**config.mk**
```make
export PLATFORM = sky130hd
export DESIGN_NAME = rst_seq_gen
export DESIGN_NICKNAME = d
export VERILOG_FILES = /design/src/rtl/rsg_pkg.sv /design/src/rtl/rsg_pin_sync.sv /design/src/rtl/rsg_seq.sv /design/src/rtl/rsg_cause.sv /design/src/rtl/rst_seq_gen.sv
export SDC_FILE = /design/constraint.sdc
export NUM_CORES = 1
export LEC_CHECK = 0
export BUFFER_PORTS_ARGS = -buffer_cell sky130_fd_sc_hd__buf_2
export CAP_MARGIN = 20
export CORE_UTILIZATION = 52
export DETAILED_ROUTE_END_ITERATION = 10
export PLACE_DENSITY = 0.75
export SETUP_SLACK_MARGIN = 0.5
export SYNTH_ARGS = -nofsm -noshare
export SYNTH_HDL_FRONTEND = slang
export SYNTH_HIERARCHICAL = 1
export SYNTH_SLANG_ARGS = --single-unit
```
**constraint.sdc**
```tcl
create_clock -name clk -period 1.4 [get_ports clk]
set_input_delay 0.21 -clock clk [delete_from_list [all_inputs] [get_ports clk]]
set_output_delay 0.21 -clock clk [all_outputs]
set_load 0.01 [all_outputs]
```
**src/rtl/rsg_pkg.sv**
```systemverilog
package rsg_pkg;
  localparam int NUM_CAUSE = 5;
  localparam int C_POR    = 0;
  localparam int C_LVR    = 1;
  localparam int C_CLKMON = 2;
  localparam int C_WDOG   = 3;
  localparam int C_EXT    = 4;
  typedef logic [NUM_CAUSE-1:0] cause_t;
  localparam cause_t CAUSE_POR_ONLY = cause_t'(1 << C_POR);
endpackage

```
**src/rtl/rsg_pin_sync.sv**
```systemverilog
module rsg_pin_sync #(
  parameter int STAGES = 2
) (
  input  logic clk,
  input  logic srst,
  input  logic pin_raw,
  output logic pin_sync
);
  logic [STAGES-1:0] chain;

  for (genvar i = 0; i < STAGES; i++) begin : g_stage
    if (i == 0) begin : g_first
      always_ff @(posedge clk) begin
        if (srst) chain[0] <= 1'b1;
        else      chain[0] <= pin_raw;
      end
    end else begin : g_next
      always_ff @(posedge clk) begin
        if (srst) chain[i] <= 1'b1;
        else      chain[i] <= chain[i-1];
      end
    end
  end

  assign pin_sync = chain[STAGES-1];
endmodule

```
**src/rtl/rsg_seq.sv**
```systemverilog
module rsg_seq #(
  parameter int TOTAL_CYC = 192,
  parameter int DRIVE_CYC = 128
) (
  input  logic clk,
  input  logic srst,
  input  logic req_int,
  input  logic pin_low,
  output logic rst_active,
  output logic drive_low,
  output logic start,
  output logic ext_start
);
  localparam int CNT_W = $clog2(TOTAL_CYC);
  localparam logic [CNT_W-1:0] LAST_CNT = CNT_W'(TOTAL_CYC - 1);
  localparam logic [CNT_W-1:0] DRV_LIM  = CNT_W'(DRIVE_CYC);

  logic             active_q, nxt_active;
  logic [CNT_W-1:0] cnt_q, nxt_cnt;
  logic             drive_q;

  always_comb begin
    ext_start  = !active_q && pin_low && !req_int;
    start      = req_int || ext_start;
    nxt_active = active_q;
    nxt_cnt    = cnt_q;
    if (start) begin
      nxt_active = 1'b1;
      nxt_cnt    = '0;
    end else if (active_q) begin
      if (cnt_q == LAST_CNT) begin
        if (!pin_low) nxt_active = 1'b0;
      end else begin
        nxt_cnt = cnt_q + 1'b1;
      end
    end
  end

  always_ff @(posedge clk) begin
    if (srst) begin
      active_q <= 1'b1;
      cnt_q    <= '0;
      drive_q  <= 1'b1;
    end else begin
      active_q <= nxt_active;
      cnt_q    <= nxt_cnt;
      drive_q  <= nxt_active && (nxt_cnt < DRV_LIM);
    end
  end

  assign rst_active = active_q;
  assign drive_low  = drive_q;
endmodule

```
**src/rtl/rsg_cause.sv**
```systemverilog
module rsg_cause
  import rsg_pkg::*;
(
  input  logic   clk,
  input  logic   por_async,
  input  logic   start,
  input  logic   seq_idle,
  input  cause_t src,
  output cause_t cause_q
);
  always_ff @(posedge clk or posedge por_async) begin
    if (por_async)   cause_q <= CAUSE_POR_ONLY;
    else if (start)  cause_q <= seq_idle ? src : (cause_q | src);
  end
endmodule

```
**src/rtl/rst_seq_gen.sv**
```systemverilog
module rst_seq_gen
  import rsg_pkg::*;
#(
  parameter int TOTAL_CYC   = 192,
  parameter int DRIVE_CYC   = 128,
  parameter int SYNC_STAGES = 2
) (
  input  logic       clk,
  input  logic       por_req,
  input  logic       lvr_req,
  input  logic       clkmon_req,
  input  logic       wdog_req,
  input  logic       pin_in,
  output logic       sys_rst,
  output logic       pin_drive_low,
  output logic [4:0] rst_cause
);
  logic   pin_sync;
  logic   req_int;
  logic   active;
  logic   start;
  logic   ext_start;
  cause_t src;
  cause_t cause_q;

  rsg_pin_sync #(.STAGES(SYNC_STAGES)) u_sync (
    .clk      (clk),
    .srst     (por_req),
    .pin_raw  (pin_in),
    .pin_sync (pin_sync)
  );

  assign req_int = por_req | lvr_req | clkmon_req | wdog_req;

  rsg_seq #(.TOTAL_CYC(TOTAL_CYC), .DRIVE_CYC(DRIVE_CYC)) u_seq (
    .clk        (clk),
    .srst       (por_req),
    .req_int    (req_int),
    .pin_low    (!pin_sync),
    .rst_active (active),
    .drive_low  (pin_drive_low),
    .start      (start),
    .ext_start  (ext_start)
  );

  always_comb begin
    src           = '0;
    src[C_POR]    = por_req;
    src[C_LVR]    = lvr_req;
    src[C_CLKMON] = clkmon_req;
    src[C_WDOG]   = wdog_req;
    src[C_EXT]    = ext_start;
  end

  rsg_cause u_cause (
    .clk       (clk),
    .por_async (por_req),
    .start     (start),
    .seq_idle  (!active),
    .src       (src),
    .cause_q   (cause_q)
  );

  assign sys_rst   = active;
  assign rst_cause = cause_q;
endmodule

```
==> impl_table.tex <==
\begin{tabular}{lr}
\hline
Metric & Value \\
\hline
\multicolumn{2}{l}{\textbf{Place}} \\
Number of port buffers & 12 \\
Weighted congestion reported at the end of routability-driven placement & 0.7418 \\
Half-perimeter wire length of the detailed placement result & 1.126 mm \\
Setup slack after placement & -0.1006 ns \\
Post-Place Cells & 108 \\
\multicolumn{2}{l}{\textbf{Cells and area}} \\
Total area of multi-input combinational cells & 434.2 sq um \\
Layout cells sized above 1 & 0.5238 \\
Most frequent standard cell in the layout excluding fill and tap cells & sky130\_fd\_sc\_hd\_\_buf\_4 \\
Final cell count without fillers & 120 \\
Antenna cells & 0 \\
Layout area overhead & 43.62\% \\
Filler instances & 83 \\
Most used cells in the layout excluding fill and tap cells & sky130\_fd\_sc\_hd\_\_buf\_4, sky130\_fd\_sc\_hd\_\_buf\_2, sky130\_fd\_sc\_hd\_\_dfxtp\_1 \\
Nets & 113 \\
Total area of sequential cells & 376.6 sq um \\
\multicolumn{2}{l}{\textbf{Die}} \\
Die Wd & 39.87 um \\
Initial core utilization & 0.5660 \\
Number of placement rows & 13 \\
Top-level port count & 13 \\
Core Footprint & 1318 sq um \\
Die H & 39.87 um \\
Die area & 1590 sq um \\
\multicolumn{2}{l}{\textbf{Setup path}} \\
Critical R2R Launch & u\_seq/cnt\_q[1] \\
Worst Path Max Fanout & 2 \\
Capturing element type of the critical path & flop \\
Ordered list of cells on the worst path & buf\_4 > and3\_4 > nand3\_1 > or3\_1 > a21oi\_1 \\
CP peak stage delay & 0.37 ns \\
Slack of the worst reg-to-reg path & 0.11 ns \\
Critical Setup Path Class & reg -> reg \\
Startpoint kind of the worst setup timing path & flop \\
Start point of the critical path & u\_seq/cnt\_q[1] \\
Standard cell with the maximum stage delay on the critical path & sky130\_fd\_sc\_hd\_\_dfxtp\_2 \\
Required time worst endpoint & 1.63 ns \\
Data arrival time of the critical path & 1.52 ns \\
\multicolumn{2}{l}{\textbf{Logic synthesis}} \\
Number of distinct library cells after synthesis & 33 \\
Ys flop type & sky130\_fd\_sc\_hd\_\_dfxtp\_1 \\
Mapped Avg Cell Area & 10.08 sq um \\
Number of warnings printed during yosys synthesis & 6 \\
Post-synthesis register bit count & 17 \\
Area of the mapped netlist & 745.7 sq um \\
Post-synth ARST share & 0.2941 \\
Sequential cell area fraction in the yosys report & 0.4916 \\
Synthesized instance count & 74 \\
Post-Syn Nets & 81 \\
EDFF count, synth & 0 \\
\multicolumn{2}{l}{\textbf{Detailed routing}} \\
Post-detailed-route DRC marker count & 0 \\
Vias per Instance & 5.650 \\
Routed wire length & 1.782 mm \\
Wire per inst & 14.85 um \\
Antenna-violating nets left & 0 \\
Via count & 678 \\
Router iterations before antenna repair & 4 \\
Number of DRC violations after detailed-routing iteration 0 & 21 \\
\multicolumn{2}{l}{\textbf{Clock network}} \\
Number of levels the H-tree was split into & 1 \\
Total number of clock tree sinks & 17 \\
Cell chosen for the clock root & sky130\_fd\_sc\_hd\_\_clkbuf\_4 \\
CTS clock-pin slew for the worst setup and hold paths & 0.09 ns \\
Inserted Clock Buffers & 3 \\
Clock tree buffer depth & 2 \\
Clock tree from TritonCTS & built \\
Skew-Pair Late Insertion Delay & 0.29 ns \\
\multicolumn{2}{l}{\textbf{Timing}} \\
Worst slew margin & 0.8296 \\
Count of pins over their slew limit & 0 \\
Post-route clock period utilization & 0.9236 \\
Post-layout min period & 1.293 ns \\
Setup WS post-layout & 0.1070 ns \\
Achievable Freq & 773.4 MHz \\
Worst-Margin Slew & 0.2538 ns \\
Final Hold Violating Endpoints & 0 \\
Total Neg Setup Slack & 0 ns \\
Unrepaired setup endpoints after global routing & true \\
Worst slack on hold paths & 0.1019 ns \\
Count of endpoints failing setup in the final report & 0 \\
Maximum clock skew at final layout & 0.002946 ns \\
\multicolumn{2}{l}{\textbf{Power}} \\
Leakage power figure & 0.4600 nW \\
Worst supply voltage drop on vdd & 0.8151 mV \\
Final Total Pwr & 777.9 uW \\
Power density over cell area & 726.3 nW/um\^{}2 \\
\multicolumn{2}{l}{\textbf{Global routing}} \\
Pin count of the biggest net entering global routing & 11 \\
Number of antenna violations at the first check in global routing & 0 \\
GRT Util Overall & 0.2576 \\
Global-route wire length before repair & 2.573 mm \\
Met2 demand-to-capacity share in global routing & 0.4032 \\
Highest-utilization routing layer at the global route stage & met2 \\
Via count of the first global-routing pass & 607 \\
Total gr overflow & 0 \\
GR met3 Demand/Resource & 0.09659 \\
Grt met1 use & 0.3027 \\
\multicolumn{2}{l}{\textbf{Min path}} \\
Hold Startpoint & pin\_in \\
Kind of path behind the tightest hold check & in -> reg \\
\multicolumn{2}{l}{\textbf{Outcome}} \\
Result of the run & finished clean \\
\multicolumn{2}{l}{\textbf{Flow run}} \\
Number of violations of the max-capacitance limit & 0 \\
\hline
\end{tabular}
## power breakdown
part | internal, mW | switching (mW)
sequential | 0.487 | 0.00147
clock | 0.106 | 0.144
combinational | 0.0197 | 0.0190
total | 0.613 | 0.164
## synth_stat cells (all sizes together) (2+ instances only)
cell type,number,share of area
a21oi,5,0.039
a22o,5,0.059
and3,3,0.039
dfrtp,4,0.13
dfxtp,12,0.32
inv,3,0.015
nand2,5,0.029
nand2b,2,0.017
nand3,3,0.020
nand4,3,0.025
nor2,6,0.030
o21ai,2,0.013
or2,2,0.017
or3,2,0.017
xnor2,3,0.035
## area by class of cell
class / instances / area share
Multi-Input combinational cell: 53 / 0.4054
Sequential cell: 17 / 0.3516
Timing Repair Buffer: 28 / 0.1893
Clock buffer: 3 / 0.02103
Tap cell: 15 / 0.01752
Inverter: 3 / 0.01051
Clock inverter: 1 / 0.004673
## flip-flops by register name, indices dropped and copies added, names as in the netlist
name / flops
u_seq/rst_active: 1
u_seq/drive_low: 1
u_cause/cause_q: 5
u_seq/cnt_q: 8
u_sync/chain: 1
u_sync/pin_sync: 1
## stage by stage
step,util,instance area (sq um)
after detailed placement,0.6942,914.6
after floorplan,-,780.7
after CTS,0.8015,1056
after global placement,0.6942,914.6
final,0.8129,1071
after global routing,0.8129,1071
## critical path: cells and delay by family (launching register included)
family                 cells  cell delay [ns]
AO/OA/AOI/OAI              1             0.11
buffers and inverters      1             0.13
flip-flops                 1             0.37
AND/OR/NAND/NOR            3             0.62
## what timing repair did
action / 4_1_cts / 5_1_grt
hold buffers: 1 / 0
pin swaps: 7 / 10
resized for setup: 12 / 4
setup buffers: 7 / 0
setup endpoints to repair: 22 / 22
endpoints found under the hold margin: 4 / 0
## routing by layer
layer  vias to the layer above  wire, um  share of wire
met5                         -         0              0
met1                       321       831           0.47
met3                         2        82          0.046
li1                        334         -              -
met4                         0        17         0.0095
met2                        21       850           0.48
## path summary, 6_finish.rpt
kind | depth (start not counted) | endpoint
hold / removal | 2 | u_sync/chain[0]
setup / recovery | 5 | u_seq/cnt_q[5]
setup reg to reg | 5 | u_seq/cnt_q[5]
min in group asynchronous | 4 | u_cause/cause_q[4]
hold reg to reg | 1 | u_sync/pin_sync
max in group asynchronous | 4 | u_cause/cause_q[0]
## cells by family (layout without fill, tap and decap cells)
| logic type | Yosys count | after routing | synth area share |
|---|---|---|---|
| AND/OR/NAND/NOR | 32 | 32 | 0.2584 |
| flip-flops | 17 | 17 | 0.4916 |
| AO/OA/AOI/OAI | 15 | 15 | 0.1510 |
| XOR/XNOR | 4 | 4 | 0.04699 |
| buffers and inverters | 4 | 35 | 0.02180 |
| adder cells (fa/ha/maj) | 1 | 1 | 0.01678 |
| multiplexers | 1 | 1 | 0.01342 |
(Power assumes the default switching activity.)
